### src/rtl/mac_pkg.sv
`timescale 1ns/1ps
package mac_pkg;
  typedef enum logic [1:0] {
    OP_MUL  = 2'd0,
    OP_MAC  = 2'd1,
    OP_MSAC = 2'd2,
    OP_LOAD = 2'd3
  } mac_op_e;

  typedef enum logic [1:0] {
    FMT_SINT  = 2'd0,
    FMT_UINT  = 2'd1,
    FMT_SFRAC = 2'd2,
    FMT_RSVD  = 2'd3
  } mac_fmt_e;

  typedef struct packed {
    logic    vld;
    mac_op_e op;
    logic    uns;
    logic    frac;
    logic    wide;
  } mac_ctl_t;
endpackage

### src/rtl/mac_opnd.sv
`timescale 1ns/1ps
module mac_opnd #(
  parameter int OP_W = 32
) (
  input  logic [OP_W-1:0] a_i,
  input  logic [OP_W-1:0] b_i,
  input  logic            wide_i,
  input  logic            uns_i,
  output logic [OP_W:0]   a_ext_o,
  output logic [OP_W:0]   b_ext_o
);
  localparam int HALF = OP_W / 2;

  logic [1:0][OP_W-1:0] raw;
  logic [1:0][OP_W:0]   ext;

  assign raw[0] = a_i;
  assign raw[1] = b_i;

  for (genvar g = 0; g < 2; g++) begin : g_opnd
    assign ext[g] = wide_i
      ? {~uns_i & raw[g][OP_W-1], raw[g]}
      : {{(HALF+1){~uns_i & raw[g][HALF-1]}}, raw[g][HALF-1:0]};
  end

  assign a_ext_o = ext[0];
  assign b_ext_o = ext[1];
endmodule

### src/rtl/mac_mult.sv
`timescale 1ns/1ps
module mac_mult #(
  parameter int OP_W = 32,
  localparam int PROD_W = 2*OP_W + 2
) (
  input  logic [OP_W:0]          a_i,
  input  logic [OP_W:0]          b_i,
  output logic signed [PROD_W-1:0] prod_o
);
  logic signed [PROD_W-1:0] a_s, b_s;
  assign a_s    = PROD_W'($signed(a_i));
  assign b_s    = PROD_W'($signed(b_i));
  assign prod_o = a_s * b_s;
endmodule

### src/rtl/mac_align.sv
`timescale 1ns/1ps
module mac_align #(
  parameter int OP_W  = 32,
  parameter int ACC_W = 48,
  localparam int PROD_W  = 2*OP_W + 2,
  localparam int FRAC_SH = 2*OP_W - ACC_W
) (
  input  logic signed [PROD_W-1:0] prod_i,
  input  logic                     frac_i,
  input  logic                     wide_i,
  output logic [ACC_W-1:0]         aligned_o
);
  logic signed [PROD_W-1:0] dbl, sh;

  // fraction: restore binary point, wide form keeps the upper product bits
  assign dbl = frac_i ? (prod_i <<< 1) : prod_i;
  assign sh  = (frac_i && wide_i) ? (dbl >>> FRAC_SH) : dbl;
  assign aligned_o = ACC_W'(sh);
endmodule

### src/rtl/mac_accum.sv
`timescale 1ns/1ps
module mac_accum #(
  parameter int ACC_W = 48
) (
  input  logic [ACC_W-1:0] acc_i,
  input  logic [ACC_W-1:0] addend_i,
  input  logic             sub_i,
  input  logic             uns_i,
  output logic [ACC_W-1:0] sum_o,
  output logic             ovf_o
);
  logic [ACC_W:0] ext_sum;
  logic           s_acc, s_add, s_sum, sgn_ovf;

  assign ext_sum = sub_i ? ({1'b0, acc_i} - {1'b0, addend_i})
                         : ({1'b0, acc_i} + {1'b0, addend_i});
  assign sum_o = ext_sum[ACC_W-1:0];

  assign s_acc = acc_i[ACC_W-1];
  assign s_add = addend_i[ACC_W-1];
  assign s_sum = ext_sum[ACC_W-1];

  // signed: operands of agreeing effective sign, result sign flips
  assign sgn_ovf = (sub_i ? (s_acc != s_add) : (s_acc == s_add)) && (s_sum != s_acc);
  // unsigned: carry out on add, borrow on subtract
  assign ovf_o   = uns_i ? ext_sum[ACC_W] : sgn_ovf;
endmodule

### src/rtl/mac_pipe.sv
`timescale 1ns/1ps
module mac_pipe
  import mac_pkg::*;
#(
  parameter int OP_W  = 32,
  parameter int ACC_W = 48
) (
  input  logic             clk_i,
  input  logic             rst_ni,
  input  logic             issue_i,
  input  logic [1:0]       op_i,
  input  logic [1:0]       fmt_i,
  input  logic             wide_i,
  input  logic [OP_W-1:0]  a_i,
  input  logic [OP_W-1:0]  b_i,
  input  logic [ACC_W-1:0] acc_wdata_i,
  output logic             valid_o,
  output logic [ACC_W-1:0] result_o,
  output logic [ACC_W-1:0] acc_o,
  output logic             ovf_o
);
  localparam int PROD_W = 2*OP_W + 2;

  mac_ctl_t ctl_in, ctl1_q, ctl2_q, ctl3_q;
  logic [OP_W:0]   a_ext, b_ext, a1_q, b1_q;
  logic [ACC_W-1:0] wd1_q, wd2_q, wd3_q;
  logic signed [PROD_W-1:0] prod, prod2_q;
  logic [ACC_W-1:0] aligned, al3_q;
  logic [ACC_W-1:0] sum;
  logic             sum_ovf;
  logic [ACC_W-1:0] acc_q, acc_d, res_q, res_d;
  logic             ovf_q, ovf_d, vld_q;

  logic             commit_vld;
  mac_op_e          commit_op;
  logic [ACC_W-1:0] commit_wd;

  mac_fmt_e fmt_in;
  assign fmt_in = mac_fmt_e'(fmt_i);

  assign ctl_in.vld  = issue_i;
  assign ctl_in.op   = mac_op_e'(op_i);
  assign ctl_in.uns  = (fmt_in == FMT_UINT);
  assign ctl_in.frac = (fmt_in == FMT_SFRAC);
  assign ctl_in.wide = wide_i;

  // stage 1: operand select and extension
  mac_opnd #(.OP_W(OP_W)) u_opnd (
    .a_i     (a_i),
    .b_i     (b_i),
    .wide_i  (wide_i),
    .uns_i   (ctl_in.uns),
    .a_ext_o (a_ext),
    .b_ext_o (b_ext)
  );

  always_ff @(posedge clk_i or negedge rst_ni) begin
    if (!rst_ni) begin
      ctl1_q <= '0;
      a1_q   <= '0;
      b1_q   <= '0;
      wd1_q  <= '0;
    end else begin
      ctl1_q <= ctl_in;
      a1_q   <= a_ext;
      b1_q   <= b_ext;
      wd1_q  <= acc_wdata_i;
    end
  end

  // stage 2: multiply
  mac_mult #(.OP_W(OP_W)) u_mult (
    .a_i    (a1_q),
    .b_i    (b1_q),
    .prod_o (prod)
  );

  always_ff @(posedge clk_i or negedge rst_ni) begin
    if (!rst_ni) begin
      ctl2_q  <= '0;
      prod2_q <= '0;
      wd2_q   <= '0;
    end else begin
      ctl2_q  <= ctl1_q;
      prod2_q <= prod;
      wd2_q   <= wd1_q;
    end
  end

  // stage 3: binary point alignment
  mac_align #(.OP_W(OP_W), .ACC_W(ACC_W)) u_align (
    .prod_i    (prod2_q),
    .frac_i    (ctl2_q.frac),
    .wide_i    (ctl2_q.wide),
    .aligned_o (aligned)
  );

  always_ff @(posedge clk_i or negedge rst_ni) begin
    if (!rst_ni) begin
      ctl3_q <= '0;
      al3_q  <= '0;
      wd3_q  <= '0;
    end else begin
      ctl3_q <= ctl2_q;
      al3_q  <= aligned;
      wd3_q  <= wd2_q;
    end
  end

  // stage 4: accumulate against the live accumulator (implicit forwarding)
  assign commit_vld = ctl3_q.vld;
  assign commit_op  = ctl3_q.op;
  assign commit_wd  = wd3_q;

  mac_accum #(.ACC_W(ACC_W)) u_accum (
    .acc_i    (acc_q),
    .addend_i (al3_q),
    .sub_i    (commit_op == OP_MSAC),
    .uns_i    (ctl3_q.uns),
    .sum_o    (sum),
    .ovf_o    (sum_ovf)
  );

  always_comb begin
    acc_d = acc_q;
    ovf_d = ovf_q;
    res_d = res_q;
    if (commit_vld) begin
      unique case (commit_op)
        OP_MUL: res_d = al3_q;
        OP_MAC, OP_MSAC: begin
          acc_d = sum;
          res_d = sum;
          ovf_d = ovf_q | sum_ovf;
        end
        OP_LOAD: begin
          acc_d = commit_wd;
          res_d = commit_wd;
          ovf_d = 1'b0;
        end
        default: ;
      endcase
    end
  end

  always_ff @(posedge clk_i or negedge rst_ni) begin
    if (!rst_ni) begin
      acc_q <= '0;
      ovf_q <= 1'b0;
      res_q <= '0;
      vld_q <= 1'b0;
    end else begin
      acc_q <= acc_d;
      ovf_q <= ovf_d;
      res_q <= res_d;
      vld_q <= commit_vld;
    end
  end

  assign valid_o  = vld_q;
  assign result_o = res_q;
  assign acc_o    = acc_q;
  assign ovf_o    = ovf_q;
endmodule

### config.mk
export PLATFORM = sky130hd
export DESIGN_NAME = mac_pipe
export DESIGN_NICKNAME = d
export VERILOG_FILES = /design/src/rtl/mac_pkg.sv /design/src/rtl/mac_opnd.sv /design/src/rtl/mac_mult.sv /design/src/rtl/mac_align.sv /design/src/rtl/mac_accum.sv /design/src/rtl/mac_pipe.sv
export SDC_FILE = /design/constraint.sdc
export NUM_CORES = 2
export LEC_CHECK = 0
export ABC_CLOCK_PERIOD_IN_PS = 9330
export BUFFER_PORTS_ARGS = -buffer_cell sky130_fd_sc_hd__buf_2
export CAP_MARGIN = 30
export CORE_MARGIN = 2
export CORE_UTILIZATION = 40
export CTS_CLUSTER_DIAMETER = 40
export DETAILED_ROUTE_END_ITERATION = 10
export SLEW_MARGIN = 20
export SYNTH_ARGS = -nofsm -noshare
export SYNTH_HDL_FRONTEND = slang
export SYNTH_SLANG_ARGS = --single-unit
### constraint.sdc
create_clock -name clk_i -period 9.33 [get_ports clk_i]
set_input_delay 1.866 -clock clk_i [delete_from_list [all_inputs] [get_ports clk_i]]
set_output_delay 1.866 -clock clk_i [all_outputs]
set_load 0.02 [all_outputs]
==> flow_metrics.env <==
export IMPL_status="completed"
export IMPL_postRouteAntennaNets=0
export IMPL_dp_hpwl_microns=125000
export IMPL_nets=7345
export IMPL_required_ns=9.89
export IMPL_die_x_microns=378
export IMPL_drv_cap=0
export IMPL_initialDrtViolationCount=2688
export IMPL_start_util_pct=40.2
export IMPL_antenna_found_initial=3
export IMPL_rsz0062_at_grt="false"
export IMPL_drive_above_1_share_pct=9.26
export IMPL_cts_made_buffers=77
export IMPL_area_growth_pct=11.3
export IMPL_cp_start_kind="flop"
export IMPL_critPathMaxFanout=17
export IMPL_grt_pass1_wl_microns=245000
export IMPL_synth_edf_count=0
export IMPL_cp_end_kind="flop"
export IMPL_fmax_mhz=118
export IMPL_period_share_pct=91.2
export IMPL_max_slew_margin_pct=30.2
export IMPL_final_critical_path_setup_slack_ns=0.824
export IMPL_netlist_area_sq_um=56000
export IMPL_clk_pin_slew_ns=0.05
export IMPL_clockBufferDepth=3
export IMPL_crit_type="flop to flop"
export IMPL_finalHoldViolations=0
export IMPL_setup_tns_ns=0
export IMPL_cts_hold_buffers=0
export IMPL_cts_root_buffer="clkbuf_16"
export IMPL_syn_nets=7213
export IMPL_htreeDepth=3
export IMPL_wl_per_cell_microns=19.7
export IMPL_place_ws_ns=0.770
export IMPL_slew_viol_final=0
export IMPL_drc_errors=0
export IMPL_totalWireLength_microns=154000
export IMPL_final_area_sq_um=62300
export IMPL_drtPass1Iterations=5
export IMPL_grt_max_degree=155
export IMPL_gp_congestion=0.901
export IMPL_min_path_type="flop to flop"
export IMPL_synth_warnings=0
export IMPL_clock_latency_ns=0.68
export IMPL_route_vias_total=39000
export IMPL_ys_types=79
export IMPL_hold_depth=0
export IMPL_finalCriticalPeriod_ns=8.51
export IMPL_via_per_inst=5.02
export IMPL_ys_seq_elements=435
export IMPL_cts_sinks=435
export IMPL_io_pins=218
export IMPL_synth_ff_type="dfrtp_1"
export IMPL_cts_resized=0
export IMPL_grt_pass1_vias=42000
export IMPL_worstMarginPinSlew_ns=1.05
export IMPL_dieArea_sq_um=143000
export IMPL_worstPathArrival_ns=9.07
export IMPL_ys_seq_area_share_pct=19.4
export IMPL_fin_skew_ns=0.0507
export IMPL_syn_inst=5703
export IMPL_cts_tree="yes"
export IMPL_rows=137
export IMPL_grt_usage_pct=22.2
export IMPL_portBuffers=217
export IMPL_final_util_pct=44.8
export IMPL_overflow=0
export IMPL_die_h_microns=378
export IMPL_placed_area_sq_um=59400
export IMPL_coreArea_sq_um=139000
export IMPL_setup_viol=0
export IMPL_cts_setup_buffers=0
export IMPL_async_reset_ff_share_pct=100
export IMPL_synth_avg_cell_area_sq_um=9.82
export IMPL_rr_worst_depth=24
==> metal layers <==
| metal | GRT usage, % | up-vias | wire [microns] |
|---|---|---|---|
| li1 | - | 17400 | - |
| met1 | 32.5 | 20100 | 70700 |
| met2 | 34.0 | 1370 | 67900 |
| met3 | 4.31 | 193 | 11500 |
| met4 | 5.15 | 2 | 3530 |
| met5 | 0 | - | 12 |
==> cell usage in the layout, fill, tap and decap left out, types with 9 or more instances in the layout <==
cell	Yosys	final
inv_1	1139	1139
fa_1	1126	1126
nand2_1	745	744
and2_1	530	530
dfrtp_1	435	432
ha_1	264	261
buf_2	1	216
a21oi_1	188	188
nor2_1	159	159
o21ai_0	116	116
buf_4	1	112
xnor2_1	101	101
mux2i_1	78	78
clkbuf_16	0	78
a21o_1	71	71
xor2_1	44	44
nor2b_1	36	35
nor3_1	29	29
nand2b_1	24	24
a31oi_1	24	24
o21bai_1	23	23
nand3_1	22	22
nand3b_1	20	20
o211ai_1	19	19
mux2_2	19	19
o21a_1	15	15
and3_1	15	15
nand4_1	14	14
a22oi_1	14	14
o22a_1	12	12
nor4_1	10	10
a221oi_1	10	10
bufinv_16	0	10
o21ai_1	9	9
or3_1	9	9
o221a_2	9	9
inv_6	0	9
==> synth_stat cells, types with 8 or more instances <==
master / number / area, sq um
o21a_1: 15 / 113
and3_1: 15 / 93.8
a22oi_1: 14 / 105
a21o_1: 71 / 533
a31oi_1: 24 / 150
nor2b_1: 36 / 225
xor2_1: 44 / 385
clkbuf_1: 279 / 1050
or2_2: 8 / 50.1
o21bai_1: 23 / 173
a21oi_1: 188 / 941
o211ai_1: 19 / 143
o21ai_0: 116 / 581
nand2_1: 745 / 2800
o221a_2: 9 / 101
o21ai_1: 9 / 45.0
xnor2_1: 101 / 885
inv_1: 1139 / 4280
fa_1: 1126 / 22500
buf_1: 11 / 41.3
nand2b_1: 24 / 150
and2_1: 530 / 3320
o22a_1: 12 / 105
nand4_1: 14 / 87.6
mux2i_1: 78 / 781
dfrtp_1: 435 / 10900
nand3_1: 22 / 110
or3_1: 9 / 56.3
nand3b_1: 20 / 150
a221oi_1: 10 / 87.6
nor2_1: 159 / 597
nor3_1: 29 / 145
ha_1: 264 / 3300
mux2_2: 19 / 214
nor4_1: 10 / 62.6
==> critical path, stage by stage, from the launching register on <==
cell and delay [ns]:
dfrtp_1 0.81, buf_4 0.38, nand2_1 0.10, fa_1 0.51
inv_1 0.05, fa_1 0.49, fa_1 0.67, fa_1 0.49
fa_1 0.55, fa_1 0.44, fa_1 0.50, inv_1 0.05
fa_1 0.47, inv_1 0.04, ha_1 0.38, a21o_1 0.23
a31oi_1 0.26, o211ai_1 0.14, a311oi_1 0.26, a21oi_2 0.14
a221o_2 0.42, a311o_4 0.43, a31oi_4 0.22, nor3_1 0.06
a211o_1 0.27
==> sequential cells by signal (all words and copies together), names as in the netlist, 2 cells and up <==
register   flops
wd2_q         48
ctl2_q         6
commit_op      2
commit_wd     48
wd1_q         48
ctl1_q         6
al3_q         48
b1_q          33
result_o      48
acc_o         48
a1_q          33
prod2_q       63
==> per-stage QoR <==
stage | hold WS (ns) | instances
floorplan | 0.331 | 5703
global placement | 0.332 | 7618
detailed placement | 0.335 | 7626
CTS | 0.347 | 7769
global route | 0.349 | 7775
finish | 0.345 | 7776
==> final timing paths <==
check	startpoint	to	slack (ns)
setup reg to reg	a1_q[9]	prod2_q[56]	0.82
hold reg to reg	wd1_q[41]	wd2_q[41]	0.35
min in group asynchronous	rst_ni	result_o[42]	1.24
setup / recovery	a1_q[9]	prod2_q[56]	0.82
hold / removal	wd1_q[41]	wd2_q[41]	0.35
max in group asynchronous	rst_ni	a1_q[7]	6.62
==> cells by family (layout without fill, tap and decap cells) <==
group	Yosys count	after routing	synth area share, %
flip-flops	435	435	19.4
AND/OR/NAND/NOR	1634	1634	14.2
buffers and inverters	1431	1627	9.60
multiplexers	97	97	1.78
adder cells (fa/ha/maj)	1390	1390	46.2
other	0	1	0
AO/OA/AOI/OAI	571	571	6.56
XOR/XNOR	145	145	2.27
==> layout make-up <==
class	count	area, sq um
fill	13300	76900
tap	1876	2350
clock buffer	93	2080
sequential	435	10900
timing repair buffer	345	2250
inverter	1139	4280
multi-input combinational	3837	39800
antenna	1	2.50
clock inverter	50	726
Power is not shown: default switching activity piles up to over one toggle a cycle in this logic, so the estimate is an artifact.
